[src/rtl/hfp_pkg.sv]
// Package: shared constants and types of the I2C host FIFO register port.
// Assumes a fixed 5-bit register index carried in address bits 7:3.
package hfp_pkg;
    localparam int IDX_W   = 5;
    localparam int HADDR_W = IDX_W + 3;

    localparam logic [IDX_W-1:0] RI_FIFO   = 5'd0;
    localparam logic [IDX_W-1:0] RI_MODE   = 5'd1;
    localparam logic [IDX_W-1:0] RI_STAT   = 5'd2;
    localparam logic [IDX_W-1:0] RI_XSTAT  = 5'd3;
    localparam logic [IDX_W-1:0] RI_RESID  = 5'd4;
    localparam logic [IDX_W-1:0] RI_PBUSY  = 5'd5;
    localparam logic [IDX_W-1:0] RI_CTLRST = 5'd6;
    localparam logic [IDX_W-1:0] RI_ERRRST = 5'd7;

    // status bit positions
    localparam int ST_INV  = 0;
    localparam int ST_OVR  = 1;
    localparam int ST_BKE  = 2;
    localparam int ST_CMDC = 8;
    localparam int ST_SCL  = 9;
    localparam int ST_SDA  = 10;
    localparam int ST_THR  = 12;
    localparam int ST_CNT  = 16;
    // extended status bit positions
    localparam int XS_VER    = 0;
    localparam int XS_DEPTH  = 8;
    localparam int XS_ACTIVE = 16;
    // mode bit positions
    localparam int MD_PACE = 4;

    typedef enum logic [3:0] {
        ACC_READ, ACC_MODE_WR, ACC_INVALID, ACC_OVERRUN, ACC_WAIT,
        ACC_PUSH, ACC_POP, ACC_ERR_RST, ACC_CTL_RST
    } acc_e;
endpackage

[src/rtl/hfp_fifo.sv]
// Module: byte ring buffer shared by the host and the bus engine.
// Assumes DEPTH >= 2. A push into a full buffer is taken only when a pop
// happens in the same cycle; a pop from an empty buffer is ignored.
module hfp_fifo #(
    parameter int DEPTH  = 8,
    parameter int DATA_W = 8,
    localparam int PTR_W = $clog2(DEPTH),
    localparam int CNT_W = $clog2(DEPTH + 1)
) (
    input  logic              clk,
    input  logic              rst_n,
    input  logic              clear,
    input  logic              push,
    input  logic [DATA_W-1:0] push_data,
    input  logic              pop,
    output logic [DATA_W-1:0] head,
    output logic [CNT_W-1:0]  count,
    output logic              full,
    output logic              empty
);
    logic [DATA_W-1:0] mem [DEPTH];
    logic [PTR_W-1:0]  wptr, rptr;
    logic              do_push, do_pop;

    function automatic logic [PTR_W-1:0] nxt(input logic [PTR_W-1:0] p);
        return (p == PTR_W'(DEPTH - 1)) ? '0 : p + PTR_W'(1);
    endfunction

    // flags and guarded operations
    always_comb begin
        full    = (count == CNT_W'(DEPTH));
        empty   = (count == '0);
        do_pop  = pop && !empty;
        do_push = push && (!full || do_pop);
        head    = mem[rptr];
    end

    // pointer and occupancy tracking
    always_ff @(posedge clk) begin
        if (!rst_n || clear) begin
            wptr  <= '0;
            rptr  <= '0;
            count <= '0;
        end else begin
            if (do_push) wptr <= nxt(wptr);
            if (do_pop)  rptr <= nxt(rptr);
            if (do_push && !do_pop)      count <= count + CNT_W'(1);
            else if (do_pop && !do_push) count <= count - CNT_W'(1);
        end
    end

    // storage write
    always_ff @(posedge clk) begin
        if (do_push && !clear) mem[wptr] <= push_data;
    end
endmodule

[src/rtl/hfp_residual.sv]
// Module: back-end residual byte counter.
// Clear beats load, load beats decrement; decrement at zero is ignored.
module hfp_residual #(
    parameter int LEN_W = 16
) (
    input  logic             clk,
    input  logic             rst_n,
    input  logic             clear,
    input  logic             load,
    input  logic [LEN_W-1:0] load_val,
    input  logic             dec,
    output logic [LEN_W-1:0] value,
    output logic             zero
);
    // zero detect
    always_comb zero = (value == '0);

    // counter update
    always_ff @(posedge clk) begin
        if (!rst_n || clear)   value <= '0;
        else if (load)         value <= load_val;
        else if (dec && !zero) value <= value - LEN_W'(1);
    end
endmodule

[src/rtl/hfp_access_check.sv]
// Module: classifies one host access into an action.
// Purely combinational; assumes its inputs reflect state before the edge.
module hfp_access_check
    import hfp_pkg::*;
(
    input  logic             we,
    input  logic [IDX_W-1:0] idx,
    input  logic             misaligned,
    input  logic             sel_busy,
    input  logic             cmd_read,
    input  logic             pace,
    input  logic             full,
    input  logic             empty,
    output acc_e             kind
);
    // decision per register index
    always_comb begin
        kind = ACC_INVALID;
        if (!misaligned) begin
            case (idx)
                RI_FIFO: begin
                    if (!sel_busy || (cmd_read == we)) kind = ACC_INVALID;
                    else if (we ? full : empty)        kind = pace ? ACC_WAIT : ACC_OVERRUN;
                    else                               kind = we ? ACC_PUSH : ACC_POP;
                end
                RI_MODE: begin
                    if (!we)          kind = ACC_READ;
                    else if (sel_busy) kind = ACC_INVALID;
                    else              kind = ACC_MODE_WR;
                end
                RI_STAT, RI_XSTAT, RI_RESID, RI_PBUSY:
                    kind = we ? ACC_INVALID : ACC_READ;
                RI_CTLRST: kind = we ? ACC_CTL_RST : ACC_INVALID;
                RI_ERRRST: kind = we ? ACC_ERR_RST : ACC_INVALID;
                default:   kind = ACC_INVALID;
            endcase
        end
    end
endmodule

[src/rtl/hfp_regport.sv]
// Module: host register port of an I2C master (top).
// Assumes NPORTS <= 16, FIFO_DEPTH in 2..255, and that the engine pushes
// only when the FIFO has room and pops only when it holds data.
module hfp_regport
    import hfp_pkg::*;
#(
    parameter int NPORTS     = 4,
    parameter int FIFO_DEPTH = 8,
    parameter int LEN_W      = 16,
    parameter int VERSION    = 23,
    localparam int CNT_W     = $clog2(FIFO_DEPTH + 1),
    localparam int PSEL_W    = (NPORTS > 1) ? $clog2(NPORTS) : 1
) (
    input  logic               clk,
    input  logic               rst_n,
    input  logic               host_req,
    input  logic               host_we,
    input  logic [HADDR_W-1:0] host_addr,
    input  logic [63:0]        host_wdata,
    output logic               host_wait,
    output logic               host_ack,
    output logic [63:0]        host_rdata,
    input  logic [NPORTS-1:0]  bus_busy,
    input  logic               eng_cmd_load,
    input  logic               eng_cmd_read,
    input  logic [LEN_W-1:0]   eng_cmd_len,
    input  logic               eng_done,
    input  logic               eng_push,
    input  logic [7:0]         eng_push_data,
    input  logic               eng_pop,
    output logic [7:0]         fifo_head,
    output logic [CNT_W-1:0]   fifo_count,
    output logic [3:0]         port_sel,
    output logic               flush_req,
    output logic               ctrl_reset
);
    localparam logic [3:0] NPORTS_L = 4'(NPORTS);

    logic [IDX_W-1:0] idx;
    logic             misaligned, sel_busy, accept;
    logic             pace_r, cmd_read_r, cmd_comp_r, active_r;
    logic [3:0]       port_r;
    logic [2:0]       err_r;
    logic [7:0]       fifo_data_r;
    logic             fifo_full, fifo_empty, host_push, host_pop;
    logic             err_rst, ctl_rst;
    logic [LEN_W-1:0] resid;
    logic             resid_zero;
    logic [63:0]      rd_data, stat_word, xstat_word;
    acc_e             kind;
    logic             unused_wdata;

    assign unused_wdata = ^host_wdata[63:8] ^ host_wdata[7] ^ host_wdata[6] ^ host_wdata[5];

    // address split and selected-port busy lookup
    always_comb begin
        idx        = host_addr[HADDR_W-1:3];
        misaligned = (host_addr[2:0] != 3'b000);
        sel_busy   = (port_r < NPORTS_L) ? bus_busy[port_r[PSEL_W-1:0]] : 1'b0;
    end

    hfp_access_check u_check (
        .we         (host_we),
        .idx        (idx),
        .misaligned (misaligned),
        .sel_busy   (sel_busy),
        .cmd_read   (cmd_read_r),
        .pace       (pace_r),
        .full       (fifo_full),
        .empty      (fifo_empty),
        .kind       (kind)
    );

    // acceptance and per-action strobes
    always_comb begin
        host_wait = host_req && (kind == ACC_WAIT);
        accept    = host_req && (kind != ACC_WAIT);
        host_push = accept && (kind == ACC_PUSH);
        host_pop  = accept && (kind == ACC_POP);
        err_rst   = accept && (kind == ACC_ERR_RST);
        ctl_rst   = accept && (kind == ACC_CTL_RST);
        port_sel  = port_r;
    end

    hfp_fifo #(.DEPTH(FIFO_DEPTH), .DATA_W(8)) u_fifo (
        .clk       (clk),
        .rst_n     (rst_n),
        .clear     (err_rst || ctl_rst),
        .push      (host_push || eng_push),
        .push_data (host_push ? host_wdata[7:0] : eng_push_data),
        .pop       (host_pop || eng_pop),
        .head      (fifo_head),
        .count     (fifo_count),
        .full      (fifo_full),
        .empty     (fifo_empty)
    );

    hfp_residual #(.LEN_W(LEN_W)) u_resid (
        .clk      (clk),
        .rst_n    (rst_n),
        .clear    (err_rst || ctl_rst),
        .load     (eng_cmd_load),
        .load_val (eng_cmd_len),
        .dec      (host_push || host_pop),
        .value    (resid),
        .zero     (resid_zero)
    );

    // status and extended status words as seen by a read
    always_comb begin
        stat_word                    = '0;
        stat_word[ST_BKE:ST_INV]     = err_r;
        stat_word[ST_CMDC]           = cmd_comp_r;
        stat_word[ST_SCL]            = 1'b1;
        stat_word[ST_SDA]            = 1'b1;
        stat_word[ST_THR+:4]         = 4'(NPORTS - 1);
        stat_word[ST_CNT+:8]         = 8'(fifo_count);
        xstat_word                   = '0;
        xstat_word[XS_VER+:8]        = 8'(VERSION);
        xstat_word[XS_DEPTH+:8]      = 8'(FIFO_DEPTH);
        xstat_word[XS_ACTIVE]        = active_r;
    end

    // read data selection
    always_comb begin
        rd_data = '0;
        if (!host_we) begin
            if (kind == ACC_POP)
                rd_data = {56'd0, fifo_head};
            else if (idx == RI_FIFO && !misaligned)
                rd_data = {56'd0, fifo_data_r};
            else if (kind == ACC_READ) begin
                case (idx)
                    RI_MODE:  rd_data = 64'({pace_r, port_r});
                    RI_STAT:  rd_data = stat_word;
                    RI_XSTAT: rd_data = xstat_word;
                    RI_RESID: rd_data = 64'(resid);
                    RI_PBUSY: rd_data = 64'(bus_busy);
                    default:  rd_data = '0;
                endcase
            end
        end
    end

    // control state: mode, errors, command direction and progress
    always_ff @(posedge clk) begin
        if (!rst_n || ctl_rst) begin
            port_r      <= '0;
            pace_r      <= 1'b0;
            err_r       <= '0;
            cmd_read_r  <= 1'b0;
            cmd_comp_r  <= 1'b1;
            active_r    <= 1'b0;
            fifo_data_r <= '0;
        end else begin
            if (eng_cmd_load) begin
                cmd_read_r <= eng_cmd_read;
                cmd_comp_r <= 1'b0;
                active_r   <= 1'b1;
            end
            if (eng_done) begin
                cmd_comp_r <= 1'b1;
                active_r   <= 1'b0;
            end
            if (err_rst) begin
                err_r    <= '0;
                active_r <= 1'b0;
            end
            if (accept) begin
                case (kind)
                    ACC_INVALID: err_r[ST_INV] <= 1'b1;
                    ACC_OVERRUN: err_r[ST_OVR] <= 1'b1;
                    ACC_PUSH, ACC_POP: if (resid_zero) err_r[ST_BKE] <= 1'b1;
                    ACC_MODE_WR: begin
                        port_r <= host_wdata[3:0];
                        pace_r <= host_wdata[MD_PACE];
                    end
                    default: ;
                endcase
            end
            if (host_pop) fifo_data_r <= fifo_head;
        end
    end

    // host response and engine strobes
    always_ff @(posedge clk) begin
        if (!rst_n) begin
            host_ack   <= 1'b0;
            host_rdata <= '0;
            flush_req  <= 1'b0;
            ctrl_reset <= 1'b0;
        end else begin
            host_ack   <= accept;
            host_rdata <= accept ? rd_data : '0;
            flush_req  <= host_push;
            ctrl_reset <= ctl_rst;
        end
    end
endmodule

[config.mk]
export PLATFORM = sky130hd
export DESIGN_NAME = hfp_regport
export DESIGN_NICKNAME = d
export VERILOG_FILES = /design/src/rtl/hfp_pkg.sv /design/src/rtl/hfp_fifo.sv /design/src/rtl/hfp_residual.sv /design/src/rtl/hfp_access_check.sv /design/src/rtl/hfp_regport.sv
export SDC_FILE = /design/constraint.sdc
export NUM_CORES = 1
export LEC_CHECK = 0
export ABC_AREA = 0
export BUFFER_PORTS_ARGS = -buffer_cell sky130_fd_sc_hd__buf_2
export CORE_MARGIN = 3
export CORE_UTILIZATION = 40
export DETAILED_ROUTE_END_ITERATION = 7
export PLACE_DENSITY = 0.67
export SLEW_MARGIN = 20
export SYNTH_ARGS = -nofsm -noshare
export SYNTH_HDL_FRONTEND = slang
export SYNTH_SLANG_ARGS = --single-unit
[constraint.sdc]
create_clock -name clk -period 3.5 [get_ports clk]
set_clock_uncertainty 0.1 [all_clocks]
set_input_delay 0.175 -clock clk [delete_from_list [all_inputs] [get_ports clk]]
set_output_delay 0.175 -clock clk [all_outputs]
set_load 0.01 [all_outputs]
Word-level counts from Yosys, hierarchy flattened
Memory sizes are Yosys's and may differ from the RTL's. A register that Yosys moved wholly into a read port is not among the register bits.
Cells that the tools add are included.
{"block": "op_classes", "eq_ne": 20, "reduce_logical": 44, "muxes": 36, "order_cmp": 2, "addsub": 5, "bitwise_logic": 3}
{"cell": "20-bit case mux with 5 select lines", "n": 1}
{"cell": "16-bit 2-to-1 mux", "n": 2}
{"cell": "8-bit 2-to-1 mux", "n": 4}
{"cell": "4-bit 2-to-1 mux", "n": 7}
{"cell": "3-bit 2-to-1 mux", "n": 8}
{"cell": "5-bit by 3-bit == test with 1-bit output (second input constant)", "n": 4}
{"cell": "4-bit case mux with 5 select lines", "n": 1}
{"cell": "4-bit by 3-bit == test with 1-bit output (second input constant)", "n": 4}
{"cell": "16-bit zero test", "n": 1}
{"cell": "16-bit by 1-bit subtractor with 16-bit output (second input constant)", "n": 1}
{"cell": "1-bit logical AND", "n": 13}
{"cell": "5-bit by 2-bit == test with 1-bit output (second input constant)", "n": 2}
{"cell": "1-bit zero test", "n": 9}
{"cell": "1-bit 2-to-1 mux", "n": 9}
{"cell": "4-bit by 2-bit == test with 1-bit output (second input constant)", "n": 2}
{"cell": "4-bit == test (second input constant)", "n": 2}
{"cell": "4-bit zero test", "n": 2}
{"cell": "1-bit logical OR", "n": 8}
{"cell": "3-bit by 1-bit adder with 3-bit output (second input constant)", "n": 2}
{"cell": "3-bit == test (second input constant)", "n": 2}
{"cell": "2-bit 2-to-1 mux", "n": 3}
{"cell": "3-bit OR reduction", "n": 2}
{"cell": "6-bit OR reduction", "n": 1}
{"cell": "5-bit by 1-bit == test with 1-bit output (second input constant)", "n": 1}
{"cell": "other kinds (15)", "n": 19}
{"block": "word_totals", "mem_bits_rw": 64, "in_bits": 109, "mem_count": 1, "regBits": 68}
{"name": "u_fifo.mem", "depth": 8, "word_bits": 8, "read_ports": 1, "rd_ports_with_merged_regs": 1, "write_ports": 1, "line": "hfp_fifo.sv:21", "source": "logic [DATA_W-1:0] mem [DEPTH];"}

Depth between registers and ports, before layout
{"block": "logic_depth", "ltp_word": 19, "ltp_mapped": 19, "ltp_nobuf": 16}

By module
Synthesis repeated with hierarchy kept, for this count alone.
{"block": "unflattened", "cells_unflattened": 585, "hier_area_um2": 6532.5}
{"mod": "hfp_fifo", "seq_area_each_um2": 2182.1, "area_each_um2": 3115.5, "n_inst": 1, "cells_each": 172}
{"mod": "hfp_regport", "seq_area_each_um2": 840.8, "area_each_um2": 2336.0, "n_inst": 1, "cells_each": 268}
{"mod": "hfp_residual", "seq_area_each_um2": 320.3, "area_each_um2": 907.1, "n_inst": 1, "cells_each": 115}
{"mod": "hfp_access_check", "seq_area_each_um2": 0.0, "area_each_um2": 173.9, "n_inst": 1, "cells_each": 30}

Worst setup path before layout
OpenSTA, ideal clock, no wires.
{"block": "synth_path", "path_kind": "register -> register", "startpoint": "reg port_r[1] (netlist: port_sel[1])", "endpoint": "reg u_fifo.count[3]", "setup_time_ps": 128, "path_stages_with_launch": 17, "setup_slack_ps": -220, "synth_period_minus_slack_ps": 3720, "path_buffers": 1, "arrival_ps": 3492, "required_time_ps": 3272, "path_cell_list": "dfxtp_1 > or3b_1 > o22a_1 > or3_4 > a2111o_1 > buf_4 > a22o_1 > inv_1 > ha_1 > inv_1 > ha_1 > a21o_1 > a21oi_1 > xnor2_1 > nor2_1 > xnor2_1 > nor2_1"}
{"block": "synth_via", "elab_chain_len": 18, "word_cells_on_any_way": 34, "cone_classes": "1 x order compare; 5 x eq/ne; 9 x mux; 19 x reduce/logical"}
{"item": "from (decl)", "line": "hfp_regport.sv:42", "source": "logic [3:0] port_r;"}
{"item": "from (signal assigned)", "line": "hfp_regport.sv:175", "source": "port_r <= host_wdata[3:0];"}
{"item": "parallel branches: the longest is 2 deep, another holds 4-bit by 3-bit less-than comparator with 1-bit output"}
{"item": "1-bit 2-to-1 mux *", "line": "hfp_regport.sv:59", "source": "sel_busy = (port_r < NPORTS_L) ? bus_busy[port_r[PSEL_W-1:0]] : 1'b0;"}
{"item": "1-bit zero test", "line": "hfp_access_check.sv:22", "source": "if (!sel_busy || (cmd_read == we)) kind = ACC_INVALID;"}
{"item": "1-bit logical OR", "line": "hfp_access_check.sv:22"}
{"item": "4-bit 2-to-1 mux", "line": "hfp_access_check.sv:22"}
{"item": "4-bit case mux with 5 select lines *", "line": "hfp_access_check.sv:20", "source": "case (idx)"}
{"item": "4-bit 2-to-1 mux *", "line": "hfp_access_check.sv:19", "source": "if (!misaligned) begin"}
{"item": "4-bit by 3-bit != test with 1-bit output", "line": "hfp_regport.sv:77", "source": "accept = host_req && (kind != ACC_WAIT);"}
{"item": "[2 not listed]"}
{"item": "1-bit logical OR", "line": "hfp_regport.sv:91", "source": ".pop (host_pop || eng_pop),"}
{"item": "1-bit logical AND", "line": "hfp_fifo.sv:33", "source": "do_pop = pop && !empty;"}
{"item": "1-bit logical OR", "line": "hfp_fifo.sv:34", "source": "do_push = push && (!full || do_pop);"}
{"item": "1-bit logical AND *", "line": "hfp_fifo.sv:34"}
{"item": "via u_fifo.do_push", "line": "hfp_fifo.sv:23", "source": "logic do_push, do_pop;"}
{"item": "1-bit zero test", "line": "hfp_fifo.sv:48", "source": "else if (do_pop && !do_push) count <= count - CNT_W'(1);"}
{"item": "1-bit logical AND", "line": "hfp_fifo.sv:48"}
{"item": "2-bit nonzero test (no line)"}
{"item": "to (signal assigned)", "line": "hfp_fifo.sv:47", "source": "if (do_push && !do_pop) count <= count + CNT_W'(1);"}
{"item": "to (signal assigned)", "line": "hfp_fifo.sv:48"}
{"item": "to (decl)", "line": "hfp_fifo.sv:17", "source": "output logic [CNT_W-1:0] count,"}
Mark *: on every way through the listed nets, which the timed path passes. The select of a mux whose other input is x is not followed.
A chain may end at the register's enable or synchronous reset.

Final worst setup path
Same ends and word-level chain as after synthesis.

==> run_results.csv <==
group,metric,value,unit
outcome,status,"completed",
sta,max_slew.worst_pin.slew,0.918,ns
detailed_routing,wl_per_cell,17.3,um
cells_and_area,fin_cells,945,
worst_setup_path,ff2ff_setup_slack,0.08,ns
clocking,cts_tree,"built",
placed_design,place_ws,-0.0133,ns
pwr,p_leak,3.23,nW
sta,post-route-period-util,0.978,
cells_and_area,final_area,8150,sq um
global_route,overflow,0,
cells_and_area,nFillCells,1312,
die,die_area,17500,sq um
min_path,hold_end,"host_ack",
sta,fmax,292,MHz
worst_setup_path,path_max_fanout,4,
worst_setup_path,crit_type,"register to register",
global_route,track_usage,0.188,
die,rows,45,
die,die_w,132,um
detailed_routing,ant_nets,0,
clocking,clock-sinks,135,
worst_setup_path,start_kind,"register",
synthesis,ys.flop_type,"dfxtp_1",
worst_setup_path,ff2ff_path_depth,15,
detailed_routing,via_per_inst,5.24,
global_route,antenna_found_initial,0,
min_path,hold_start,"host_req",
worst_setup_path,crit_start,"port_sel[1]",
pwr,p_per_area,570,nW/um^2
sta,fin_crit,3.42,ns
cells_and_area,synthToLayoutAreaGrowth,27.8,%
synthesis,synth_most_common_cell,"dfxtp_1",
sta,drv_slew,0,
worst_setup_path,end_kind,"register",
worst_setup_path,arrival,3.62,ns
synthesis,avgSynthCellArea,11.2,sq um
global_route,grt_max_degree,33,
detailed_routing,met3_length,1180,um
synthesis,async_flop_share,0,
global_route,grt_pass1_vias,5019,
placed_design,dp_hpwl,11700,um
placed_design,dp.cells,886,
clocking,cts_buffers,17,
worst_setup_path,reg2reg_from,"port_sel[1]",
sta,slew_headroom,0.383,
worst_setup_path,regToRegEndpoint,"u_fifo.count[3]",
clocking,htreeDepth,4,
job,drv_cap,0,
clocking,cts.clk_slew.worst_paths,0.06,ns
synthesis,synth.area.top_cells,"edfxtp_1, dfxtp_1, mux4_2",
sta,setup_tns,0,ns
detailed_routing,route.met2.wl,8320,um
detailed_routing,drc,0,
die,start_util,0.413,
cells_and_area,drive_gt1_frac,0.301,
sta,rsz0062_at_grt,"yes",
global_route,grt_pass1_wl,25800,um
detailed_routing,dr.pass1.iters,6,
synthesis,synth_seq_cells,135,
sta,setup_violations,0,
cells_and_area,final_nets,839,
min_path,hp-class,"input port to register",
placed_design,dpl_cell_area,7170,sq um
synthesis,synth.cell_area,6380,sq um
synthesis,synth_edf_count,64,
sta,hold_viol_final,0,
synthesis,synth_top_area_share,0.301,
synthesis,synth_cell_types,54,
die,die_h,132,um
min_path,min_path_cells,3,
die,io_pins,193,
synthesis,yosys_warnings,0,
synthesis,post-synth-top-area-cell,"edfxtp_1",
die,core_area,15400,sq um
cells_and_area,diodes,0,
detailed_routing,dr.first_iter.drc_count,367,
clocking,cts-root-buf,"clkbuf_16",
synthesis,seq_area_frac_synth,0.524,
placed_design,gp_congestion,0.929,
synthesis,syn_inst,570,
clocking,cts_buffer_depth,2,
placed_design,io_buffers,92,
pwr,power,0.00465,W
clocking,clk_latency,0.42,ns
detailed_routing,via_count,4949,
detailed_routing,top_layer_used,"met4",
worst_setup_path,cp.required,3.70,ns
detailed_routing,finalWirelength,16400,um
pwr,worst_ir_drop_vdd,390,uV
sta,setup_ws,0.0785,ns
detailed_routing,wl_met1,6470,um
synthesis,yosys-top-cells-count,"dfxtp_1, edfxtp_1, nor2_1",
-- registers in the layout, summed over array words and instances (netlist names), 3 cells and up, named ones only --
| signal | flops |
|---|---|
| fifo_data_r | 8 |
| host_rdata | 20 |
| u_fifo.wptr | 3 |
| err_r | 3 |
| port_sel | 4 |
| u_fifo.mem | 64 |
| u_resid.value | 16 |
| u_fifo.count | 4 |
| u_fifo.rptr | 3 |
-- report_power, final --
group	internal, W	total [W]	switching (W)	leakage, nW
clock network	0.00121	0.00193	0.000719	0.302
registers	0.00174	0.00184	0.0000982	1.16
logic	0.000452	0.000881	0.000429	1.76
-- through the flow --
step            util  hold WS, ns
2_1_floorplan      -        0.154
3_3_place_gp   0.465        0.269
3_5_place_dp   0.465        0.279
4_1_cts        0.525      0.00183
5_1_grt        0.528       0.0570
6_report       0.528       0.0437
-- layer usage --
layer,global-route usage,vias up
li1,-,2299
met4,0.0837,0
met2,0.322,237
met5,0,-
met3,0.0538,36
met1,0.221,2377
-- critical path, stage by stage (launching register included) --
cell      delay [ns]
dfxtp_4         0.36
or3b_4          0.39
o22a_4          0.28
or3_4           0.36
a2111o_1        0.41
a22o_4          0.24
inv_4           0.06
ha_4            0.14
inv_4           0.04
ha_4            0.20
a21o_1          0.18
a21oi_2         0.14
xnor2_1         0.12
nor2_1          0.06
xnor2_1         0.13
nor2_1          0.06
-- cells by family after synthesis --
kind of cell             share of synthesized area
buffers and inverters                       0.0757
AND/OR/NAND/NOR                              0.134
adder cells (fa/ha/maj)                     0.0188
flip-flops                                   0.524
other                                     0.000588
XOR/XNOR                                    0.0288
multiplexers                                 0.121
AO/OA/AOI/OAI                               0.0967
-- layout make-up --
class | count | area (sq um) | area share
multi-input cells | 396 | 2830 | 0.347
clock buffers | 20 | 437 | 0.0536
well taps | 211 | 264 | 0.0324
clock inverters | 12 | 191 | 0.0235
flip-flops and latches | 135 | 3350 | 0.412
repair buffers | 158 | 1020 | 0.126
inverters | 13 | 53.8 | 0.00660
-- cell usage in the layout, fill, tap and decap left out, types with 4 or more instances in the layout --
cell type      netlist  routed
nand3_1              7       6
nand2_1             23      23
o221ai_1             4       4
and3_1               8       8
ha_1                 8       5
edfxtp_1            64      64
buf_4               46      39
mux2_2              17      17
inv_1               13      11
nand3b_1             4       4
mux4_2              16      16
a22oi_1              6       6
nor2_1              56      56
nor2b_1              6       6
dlygate4sd3_1        0      27
conb_1               1      44
a21oi_1             34      32
clkbuf_16            0      17
nor4_1               4       4
nor3b_1              5       5
or3_1                6       5
dfxtp_1             71      66
buf_2                2      92
xnor2_1             19      18
o21ai_0             23      22
o2bb2ai_1            4       4
a31oi_1              7       7
nand2b_1             8       8
a211oi_1             4       4
inv_6                0       4
bufinv_16            0       4
nor3_1              22      21
mux2i_1             22      20
-- repair_timing --
item                                   4_1_cts  5_1_grt
setup endpoints to repair                    1       11
gates resized for setup                      6       10
hold buffers                                27        0
endpoints found under the hold margin       26        0
setup buffers                                0        0
pin swaps                                    0        0
gates cloned                                 0        0
-- worst max-delay path by stage --
stage                            endpoint  slack [ns]  cells past startpoint
after CTS                 u_fifo.count[3]       0.008                     15
after global placement    u_fifo.count[3]        0.02                     16
after global routing      u_fifo.count[3]       -0.08                     15
after detailed placement  u_fifo.count[3]       -0.01                     16
after floorplan           u_fifo.count[3]       0.008                     18
final                     u_fifo.count[3]        0.08                     15
(Power assumes the default switching activity.)
